### src/rtl/irqx_pkg.sv
package irqx_pkg;
  localparam int NG       = 12;
  localparam int GW       = 8;
  localparam int NSRC     = NG * GW;
  localparam int PW       = $clog2(GW);
  localparam int GSW      = $clog2(NG);
  localparam int VW       = $clog2(NSRC);
  localparam int AW       = 6;
  localparam int DW       = 16;
  localparam int EN_BASE  = 16;
  localparam int ACK_ADDR = 32;

  // lowest set position of a group vector (0 when empty)
  function automatic logic [PW-1:0] low_pos(input logic [GW-1:0] v);
    logic [PW-1:0] r;
    r = '0;
    for (int i = GW - 1; i >= 0; i--) begin
      if (v[i]) r = PW'(i);
    end
    return r;
  endfunction

  // lowest set group number (0 when empty)
  function automatic logic [GSW-1:0] low_grp(input logic [NG-1:0] v);
    logic [GSW-1:0] r;
    r = '0;
    for (int i = NG - 1; i >= 0; i--) begin
      if (v[i]) r = GSW'(i);
    end
    return r;
  endfunction

  // flat source index from group and position
  function automatic logic [VW-1:0] vec_of(input logic [GSW-1:0] g, input logic [PW-1:0] p);
    return VW'(VW'(g) * VW'(GW) + VW'(p));
  endfunction
endpackage

### src/rtl/irqx_group.sv
module irqx_group
  import irqx_pkg::*;
(
  input  logic          clk,
  input  logic          rst_n,
  input  logic [GW-1:0] src_ev,
  input  logic          flag_wr,
  input  logic          en_wr,
  input  logic [GW-1:0] wr_bits,
  input  logic          ack_clr,
  input  logic          fetch_sel,
  output logic [GW-1:0] flag_o,
  output logic [GW-1:0] en_o,
  output logic          ack_o,
  output logic          irq_o,
  output logic          elig_o,
  output logic          hit_o,
  output logic [PW-1:0] hit_pos_o
);
  logic [GW-1:0] flag_q, en_q, pend, clr_mask, flag_base, flag_n;
  logic          ack_q, irq_q, any_pend;

  assign pend      = flag_q & en_q;
  assign any_pend  = |pend;
  assign elig_o    = any_pend & ~ack_q;
  assign hit_o     = fetch_sel & any_pend;
  assign hit_pos_o = low_pos(pend);
  assign clr_mask  = hit_o ? (GW'(1) << hit_pos_o) : '0;
  assign flag_base = flag_wr ? wr_bits : (flag_q & ~clr_mask);
  assign flag_n    = flag_base | src_ev;

  always_ff @(posedge clk or negedge rst_n) begin
    if (!rst_n) begin
      flag_q <= '0;
      en_q   <= '0;
      ack_q  <= 1'b0;
      irq_q  <= 1'b0;
    end else begin
      flag_q <= flag_n;
      if (en_wr) en_q <= wr_bits;
      ack_q  <= elig_o | (ack_q & ~ack_clr);
      irq_q  <= elig_o;
    end
  end

  assign flag_o = flag_q;
  assign en_o   = en_q;
  assign ack_o  = ack_q;
  assign irq_o  = irq_q;


  irq_sets_ack_chk: assert property (@(posedge clk) disable iff (!rst_n) irq_q |-> ack_q);

  ack_blocks_irq_chk: assert property (@(posedge clk) disable iff (!rst_n) $past(ack_q) |-> !irq_q);

  ack_w1c_chk: assert property (@(posedge clk) disable iff (!rst_n) (ack_q && ack_clr) |=> !ack_q);

  event_kept_chk: assert property (@(posedge clk) disable iff (!rst_n)
    (|src_ev) |=> ((flag_q & $past(src_ev)) == $past(src_ev)));

  fetch_clears_chk: assert property (@(posedge clk) disable iff (!rst_n)
    (hit_o && !flag_wr && !src_ev[hit_pos_o]) |=> !flag_q[$past(hit_pos_o)]);
endmodule

### src/rtl/irqx_prio.sv
module irqx_prio
  import irqx_pkg::*;
(
  input  logic           clk,
  input  logic           rst_n,
  input  logic [NG-1:0]  elig,
  output logic           best_valid,
  output logic [GSW-1:0] best_group
);
  assign best_valid = |elig;
  assign best_group = low_grp(elig);


  best_is_elig_chk: assert property (@(posedge clk) disable iff (!rst_n)
    best_valid |-> elig[best_group]);

  best_lowest_chk: assert property (@(posedge clk) disable iff (!rst_n)
    best_valid |-> ((elig & ((NG'(1) << best_group) - NG'(1))) == '0));
endmodule

### src/rtl/irqx_regport.sv
module irqx_regport
  import irqx_pkg::*;
(
  input  logic                   clk,
  input  logic                   rst_n,
  input  logic                   reg_wr,
  input  logic                   reg_rd,
  input  logic [AW-1:0]          reg_addr,
  input  logic [DW-1:0]          reg_wdata,
  input  logic [NG-1:0][GW-1:0]  flags,
  input  logic [NG-1:0][GW-1:0]  ens,
  input  logic [NG-1:0]          acks,
  output logic [NG-1:0]          flag_wr,
  output logic [NG-1:0]          en_wr,
  output logic [NG-1:0]          ack_clr,
  output logic [DW-1:0]          reg_rdata
);
  logic          hit_ack;
  logic [DW-1:0] rd_mux;

  assign hit_ack = (reg_addr == AW'(ACK_ADDR));

  always_comb begin
    flag_wr = '0;
    en_wr   = '0;
    rd_mux  = '0;
    for (int g = 0; g < NG; g++) begin
      if (reg_addr == AW'(g)) begin
        flag_wr[g] = reg_wr;
        rd_mux     = DW'(flags[g]);
      end
      if (reg_addr == AW'(EN_BASE + g)) begin
        en_wr[g] = reg_wr;
        rd_mux   = DW'(ens[g]);
      end
    end
    if (hit_ack) rd_mux = DW'(acks);
  end

  assign ack_clr = (reg_wr && hit_ack) ? reg_wdata[NG-1:0] : '0;

  always_ff @(posedge clk or negedge rst_n) begin
    if (!rst_n) reg_rdata <= '0;
    else if (reg_rd) reg_rdata <= rd_mux;
  end


  rd_hold_chk: assert property (@(posedge clk) disable iff (!rst_n)
    !reg_rd |=> $stable(reg_rdata));
endmodule

### src/rtl/irqx_expander.sv
module irqx_expander
  import irqx_pkg::*;
(
  input  logic             clk,
  input  logic             rst_n,
  input  logic [NSRC-1:0]  src_req,
  input  logic             reg_wr,
  input  logic             reg_rd,
  input  logic [AW-1:0]    reg_addr,
  input  logic [DW-1:0]    reg_wdata,
  output logic [DW-1:0]    reg_rdata,
  input  logic             fetch_valid,
  input  logic [GSW-1:0]   fetch_group,
  output logic             vec_valid,
  output logic [VW-1:0]    vec_index,
  output logic [NG-1:0]    irq_group,
  output logic             best_valid,
  output logic [GSW-1:0]   best_group
);
  logic [NSRC-1:0]         src_q;
  logic [NG-1:0][GW-1:0]   flags, ens;
  logic [NG-1:0][PW-1:0]   hit_pos;
  logic [NG-1:0]           acks, elig, hit, fetch_sel, flag_wr, en_wr, ack_clr;
  logic [PW-1:0]           sel_pos;

  always_ff @(posedge clk or negedge rst_n) begin
    if (!rst_n) src_q <= '0;
    else        src_q <= src_req;
  end

  genvar g;
  generate
    for (g = 0; g < NG; g++) begin : grp
      assign fetch_sel[g] = fetch_valid && (fetch_group == GSW'(g));
      irqx_group u_grp (
        .clk       (clk),
        .rst_n     (rst_n),
        .src_ev    (src_q[g*GW +: GW]),
        .flag_wr   (flag_wr[g]),
        .en_wr     (en_wr[g]),
        .wr_bits   (reg_wdata[GW-1:0]),
        .ack_clr   (ack_clr[g]),
        .fetch_sel (fetch_sel[g]),
        .flag_o    (flags[g]),
        .en_o      (ens[g]),
        .ack_o     (acks[g]),
        .irq_o     (irq_group[g]),
        .elig_o    (elig[g]),
        .hit_o     (hit[g]),
        .hit_pos_o (hit_pos[g])
      );
    end
  endgenerate

  always_comb begin
    sel_pos = '0;
    for (int i = 0; i < NG; i++) begin
      if (fetch_sel[i]) sel_pos = hit_pos[i];
    end
  end

  assign vec_valid = |hit;
  assign vec_index = vec_valid ? vec_of(fetch_group, sel_pos) : '0;

  irqx_prio u_prio (
    .clk        (clk),
    .rst_n      (rst_n),
    .elig       (elig),
    .best_valid (best_valid),
    .best_group (best_group)
  );

  irqx_regport u_regs (
    .clk       (clk),
    .rst_n     (rst_n),
    .reg_wr    (reg_wr),
    .reg_rd    (reg_rd),
    .reg_addr  (reg_addr),
    .reg_wdata (reg_wdata),
    .flags     (flags),
    .ens       (ens),
    .acks      (acks),
    .flag_wr   (flag_wr),
    .en_wr     (en_wr),
    .ack_clr   (ack_clr),
    .reg_rdata (reg_rdata)
  );


  vec_group_chk: assert property (@(posedge clk) disable iff (!rst_n)
    vec_valid |-> (vec_index / VW'(GW)) == VW'(fetch_group));

  vec_idle_chk: assert property (@(posedge clk) disable iff (!rst_n)
    !fetch_valid |-> (!vec_valid && vec_index == '0));

  src_to_flag_chk: assert property (@(posedge clk) disable iff (!rst_n)
    (|src_req) |=> ##1 ((flags & $past(src_req, 2)) == $past(src_req, 2)));
endmodule

### config.mk
export PLATFORM = sky130hd
export DESIGN_NAME = irqx_expander
export DESIGN_NICKNAME = d
export VERILOG_FILES = /design/src/rtl/irqx_pkg.sv /design/src/rtl/irqx_group.sv /design/src/rtl/irqx_prio.sv /design/src/rtl/irqx_regport.sv /design/src/rtl/irqx_expander.sv
export SDC_FILE = /design/constraint.sdc
export NUM_CORES = 1
export LEC_CHECK = 0
export BUFFER_PORTS_ARGS = -buffer_cell sky130_fd_sc_hd__buf_2
export CAP_MARGIN = 20
export CORE_ASPECT_RATIO = 1.5
export CORE_UTILIZATION = 59
export CTS_CLUSTER_DIAMETER = 100
export DETAILED_ROUTE_END_ITERATION = 7
export GPL_TIMING_DRIVEN = 0
export PLACE_DENSITY_LB_ADDON = 0.25
export SYNTH_ARGS = -nofsm -noshare
export SYNTH_HDL_FRONTEND = slang
export SYNTH_SLANG_ARGS = --single-unit
export TNS_END_PERCENT = 50
### constraint.sdc
create_clock -name clk -period 2.6 [get_ports clk]
set_input_delay 0.26 -clock clk [delete_from_list [all_inputs] [get_ports clk]]
set_output_delay 0.26 -clock clk [all_outputs]
set_load 0.01 [all_outputs]
==> After elaboration in Yosys (flattened, before gate mapping) <==
Cells that the tools add are included.
{ "word_totals": {"regBits": 328, "wordCells": 442} }
{ "op_classes": {"mux": 195, "shift": 12, "n_bitwise": 120, "reduce_logical": 29, "add_sub_neg": 1, "n_eq_ne": 35} }
{ "ops": {"columns": ["op", "count"], "rows": [
  ["two-way mux 8 bit", 48],
  ["two-way mux 3 bit", 108],
  ["bitwise AND 8 bit", 24],
  ["inverter 8 bit", 12],
  ["bitwise OR 8 bit", 12],
  ["OR reduction 8 bit", 12],
  ["left shift 1 x 3 -> 8 bit, first input constant", 12],
  ["== test 6 x 5 -> 1 bit, second input constant", 12],
  ["two-way mux 4 bit", 12],
  ["bitwise AND 1 bit", 36],
  ["== test 6 x 3 -> 1 bit, second input constant", 4],
  ["== test 6 x 4 -> 1 bit, second input constant", 4],
  ["two-way mux 1 bit", 24],
  ["two-way mux 12 bit", 2],
  ["inverter 1 bit", 24],
  ["OR reduction 12 bit", 2],
  ["== test 4 x 3 -> 1 bit, second input constant", 4],
  ["== test 4 bit, second input constant", 4],
  ["logical AND 1 bit", 13],
  ["== test 6 x 2 -> 1 bit, second input constant", 2],
  ["bitwise OR 1 bit", 12],
  ["== test 4 x 2 -> 1 bit, second input constant", 2],
  ["adder 7 x 3 -> 7 bit", 1],
  ["two-way mux 7 bit", 1],
  ["other kinds (5)", 5]
]} }

==> Depth between registers and ports, before layout <==
{ "logic_depth": {"word_depth": 26, "mapped_depth": 11} }

==> By module <==
Synthesis repeated with hierarchy kept, for this count alone.
{ "hier_totals": {"cells_unflattened": 1698, "area_unflattened_um2": 16857.4} }
{ "by_module_without_submodules": {"columns": ["mod", "cells_each", "area_each_um2", "n_inst", "seq_area_each_um2"], "rows": [
  ["irqx_group", 82, 869.6, 12, 450.4],
  ["irqx_regport", 490, 3224.3, 1, 300.3],
  ["irqx_expander", 202, 3069.2, 1, 2402.3],
  ["irqx_prio", 22, 128.9, 1, 0.0]
]} }

==> Worst setup path before layout <==
No wires, ideal clock.
{ "synth_timing": {"kind": "reg-to-output", "from": "reg grp[9].u_grp.en_q[7]", "to": "out vec_index[3]", "setup_slack_ns": 0.267, "required_time_ns": 2.340, "arrival_time_ns": 2.073, "stages_incl_launch_ff": 7, "path_buffers": 0, "cell_sequence": "dfrtp_1 > a22o_1 > a221oi_1 > nand3_1 > mux4_2 > a211o_1 > and2_1"} }
{ "synth_lines": {"columns": ["item", "line", "text"], "rows": [
  ["start: declaration", "irqx_group.sv:20", "logic [GW-1:0] flag_q, en_q, pend, clr_mask, flag_base, flag_n;"],
  ["start signal: assignment", "irqx_group.sv:40", "if (en_wr) en_q <= wr_bits;"],
  ["bitwise AND 8 bit", "irqx_group.sv:23", "assign pend = flag_q & en_q;"],
  ["OR reduction 8 bit", "irqx_group.sv:24", "assign any_pend = |pend;"],
  ["bitwise AND 1 bit", "irqx_group.sv:26", "assign hit_o = fetch_sel & any_pend;"],
  ["OR reduction 12 bit", "irqx_expander.sv:62", "assign vec_valid = |hit;"],
  ["named net vec_valid", "irqx_expander.sv:14", "output logic vec_valid,"],
  ["two-way mux 7 bit", "irqx_expander.sv:63", "assign vec_index = vec_valid ? vec_of(fetch_group, sel_pos) : '0;"],
  ["end: declaration", "irqx_expander.sv:15", "output logic [VW-1:0] vec_index,"]
]} }
The timed path passes the listed nets, and every way through them passes these cells.

==> Final worst setup path <==
{ "layout_timing": {"from": "in fetch_group[1]", "to": "out vec_index[1]"} }
{ "layout_between": {"elab_chain_len": 16} }
{ "layout_rtl": {"columns": ["item", "line", "text"], "rows": [
  ["start: declaration", "irqx_expander.sv:13", "input logic [GSW-1:0] fetch_group,"],
  ["logical NOT 4 bit", "irqx_expander.sv:34", "assign fetch_sel[g] = fetch_valid && (fetch_group == GSW'(g));"],
  ["logical AND 1 bit", "irqx_expander.sv:34", null],
  ["two-way mux 3 bit (12 in series)", "irqx_expander.sv:58", "if (fetch_sel[i]) sel_pos = hit_pos[i];"],
  ["adder 7 x 3 -> 7 bit", "irqx_pkg.sv:35", "return VW'(VW'(g) * VW'(GW) + VW'(p));"],
  ["two-way mux 7 bit *", "irqx_expander.sv:63", null]
]} }
Every way passes the cells marked *; elsewhere a longest branch is shown, timed or not.

==> results.json <==
{
  "portBuffers": 154,
  "yosys_warnings": 0,
  "drt-pass1-iter-count": 7,
  "fin_worst_skew_ns": 0.0258,
  "synthTopCellsByArea": "dfrtp_1, mux2_2, nand2_1",
  "final_nets": 2104,
  "initial_core_util_pct": 60.2,
  "insertion_delay_ns": 0.60,
  "finalCriticalPeriod_ns": 3.32,
  "hpwl_um": 48600,
  "area_growth_pct": 27.5,
  "syn-cell-area_um2": 15900,
  "final_common_cell": "dfrtp_1",
  "cts_tree": "built",
  "final_max_slew_viol_count": 0,
  "fin_util_pct": 76.8,
  "mostFrequentLayoutCells": "dfrtp_1, nand2_1, buf_2",
  "wl_per_cell_um": 31.9,
  "final_antenna_net_count": 0,
  "ys.flop_type": "dfrtp_1",
  "switching_power_mw": 4.13,
  "die_h_um": 203,
  "violations": "negative setup slack",
  "p_sw_share_pct": 31.1,
  "grtUsageTotal_pct": 54.7,
  "grt_pass1_wl_um": 107000,
  "cts_root_buf": "clkbuf_16",
  "cp_num_buf_inv": 4,
  "place_ws_ns": -0.764,
  "cpMostUsedCell": "buf_2",
  "setup_viol": 18,
  "dieArea_um2": 27700,
  "viasPerCell": 7.30,
  "routed_wirelength_um": 74500,
  "async_reset_ff_share_pct": 100,
  "htreeDepth": 1,
  "grt_pass1_vias": 16937,
  "cp.arrival_ns": 3.06,
  "comb_power_share_pct": 21.7,
  "cts_buffers": 30,
  "internal_power_mw": 9.14,
  "final.period_utilization_pct": 128,
  "rsz0062_at_grt": "yes",
  "antenna_found_initial": 6,
  "fp-row-count": 73,
  "netlist.area_leader.share_pct": 50.8,
  "power_density_nw_per_um2": 653,
  "grt_max_degree": 134,
  "whs_ns": 0.131,
  "outcome": "finished, violations left",
  "final_layout_size_suffix_gt1_share_pct": 25.5,
  "tightest_slew_ns": 1.20,
  "gp_congestion": 1.11,
  "power.total_mw": 13.3,
  "critPathMaxStageDelay_ns": 0.36,
  "ir_worst_vdd_v": 0.000685,
  "dr.first_iter.drc_count": 2386,
  "seq_power_share_pct": 43.3,
  "worstSetupStartpointType": "input pin",
  "crit_path_cell_trace": "buf_2 -> clkbuf_2 -> nand2_1 -> nor2_4 -> nand3_1 -> a31oi_1 -> a2111oi_1 -> buf_1 -> and3_1 -> a31oi_2 -> buf_2",
  "clk_path_buf_depth": 3,
  "path_clk_slew_ns": 0.07,
  "hold_viol": 0,
  "criticalPathCategory": "input pin to output pin",
  "ys_seq_elements": 324,
  "setup_ws_ns": -0.719,
  "coreArea_um2": 26500,
  "leakagePower_nw": 8.67,
  "yosysSeqAreaShare_pct": 50.8,
  "fmax_mhz": 301,
  "path_delay_family": "simple AND/OR/NAND/NOR gates",
  "cp_max_fo": 10,
  "synth_top_area_cell": "dfrtp_1",
  "synth.avg_cell_area_um2": 9.87,
  "place_area_um2": 17300,
  "via_count": 17070,
  "min_path_type": "input pin to flop",
  "drc": 0,
  "relSlewSlack_pct": 19.7,
  "drv_cap": 0,
  "design_area_um2": 20300,
  "yosysUniqueCellTypes": 79,
  "critPathSlowestCell": "a31oi_1",
  "endpoint_kind": "output pin",
  "ios": 168,
  "crit_required_ns": 2.34,
  "synth_edf_count": 0,
  "die_x_um": 136,
  "power_frac_clock_pct": 35.0,
  "overflow": 0,
  "cts.sinks": 324,
  "synthCells": 1615
}
## metal layers
metal	routed length (µm)	vias up	GRT usage, %
met5	29	-	0
met1	23000	8112	57.2
li1	-	6779	-
met2	33000	1575	83.0
met4	8680	4	48.8
met3	9740	600	22.9
## power groups by stage
stage	clock (mW)	sequential, mW	combinational (mW)
2_1_floorplan	0	5.66	1.22
5_1_grt	4.79	5.76	2.98
3_3_place_gp	0	5.80	1.97
3_5_place_dp	0	5.81	2.04
4_1_cts	4.58	5.70	2.58
6_report	4.64	5.75	2.88
## cells in the mapped netlist (7+ instances only)
| master | instances |
|---|---|
| o31ai_1 | 11 |
| buf_4 | 17 |
| nand2b_1 | 14 |
| nor2_1 | 87 |
| a31oi_1 | 31 |
| mux2_2 | 93 |
| a22o_1 | 31 |
| nand2_1 | 221 |
| nor4_1 | 11 |
| o21ai_0 | 93 |
| nor3_1 | 22 |
| a22oi_1 | 31 |
| dfrtp_1 | 324 |
| a211o_1 | 7 |
| a21oi_1 | 142 |
| a221o_1 | 23 |
| o22ai_1 | 20 |
| buf_2 | 13 |
| nand4_1 | 13 |
| nor2b_1 | 15 |
| o211ai_1 | 12 |
| a32oi_1 | 20 |
| and2_1 | 12 |
| clkbuf_1 | 66 |
| o21ai_1 | 29 |
| inv_1 | 10 |
| and3_1 | 19 |
| a211oi_1 | 8 |
| nand3_1 | 79 |
| a221oi_1 | 14 |
| mux2_1 | 8 |
## worst reg2reg max path: stages, from the launching register on
cell	delay (ns)
dfrtp_1	0.47
a222oi_1	0.35
buf_4	0.18
buf_6	0.09
buf_6	0.08
buf_6	0.09
buf_6	0.09
buf_6	0.08
buf_6	0.08
and2_4	0.13
buf_4	0.12
nand2_1	0.08
o21ai_0	0.23
o21ai_0	0.13
## registers in the layout, summed over array words and instances (netlist names)
register          flops
grp.u_grp.en_o       96
grp.u_grp.irq_o      12
u_regs.reg_rdata     12
src_q                96
grp.u_grp.ack_o      12
grp.u_grp.flag_o     96
## layout make-up
type / instances / area [µm²]
antenna: 2 / 5.00
buffer: 101 / 480
clock buffer: 39 / 856
clock inverter: 14 / 155
fill: 1691 / 6160
inverter: 13 / 48.8
multi-input combinational: 1180 / 7740
sequential: 324 / 8140
tap: 337 / 422
timing repair buffer: 327 / 2490
## cells by family after synthesis
kind of cell / Yosys count / synth area share [%]
flops: 324 / 50.8
compound gates: 532 / 21.9
simple gates: 538 / 16.2
other cells: 1 / 0.0235
mux: 106 / 7.68
buf+inv: 114 / 3.28
## metrics by stage
step           TNS (ns)  std cells
5_1_grt           -5.92       2335
2_1_floorplan         0       1618
6_report          -5.74       2337
3_5_place_dp     -61.41       2116
3_3_place_gp   -1478.07       2109
4_1_cts           -3.87       2324
## worst paths after layout
kind / depth (start not counted) / slack (ns) / end / startpoint
hold / removal: 4 / 0.13 / u_regs.reg_rdata[5]$_DFFE_PN0P_ / reg_rd
setup / recovery: 11 / -0.72 / vec_index[1] / fetch_group[1]
hold reg to reg: 1 / 0.44 / grp[2].u_grp.flag_o[0]$_DFF_PN0_ / src_q[16]$_DFF_PN0_
setup reg to reg: 13 / 0.25 / grp[10].u_grp.flag_o[7]$_DFF_PN0_ / grp[10].u_grp.en_o[1]$_DFFE_PN0P_
max in group asynchronous: 4 / 1.20 / grp[3].u_grp.flag_o[6]$_DFF_PN0_ / rst_n
min in group asynchronous: 3 / 0.29 / grp[11].u_grp.flag_o[4]$_DFF_PN0_ / rst_n
## timing repair
item,CTS,global route
setup buffers,56,6
hold buffers,101,0
resized for setup,96,33
endpoints found under the hold margin,217,0
pin swaps,31,17
setup endpoints to repair,24,19
Power figures use the tool's default switching activity.
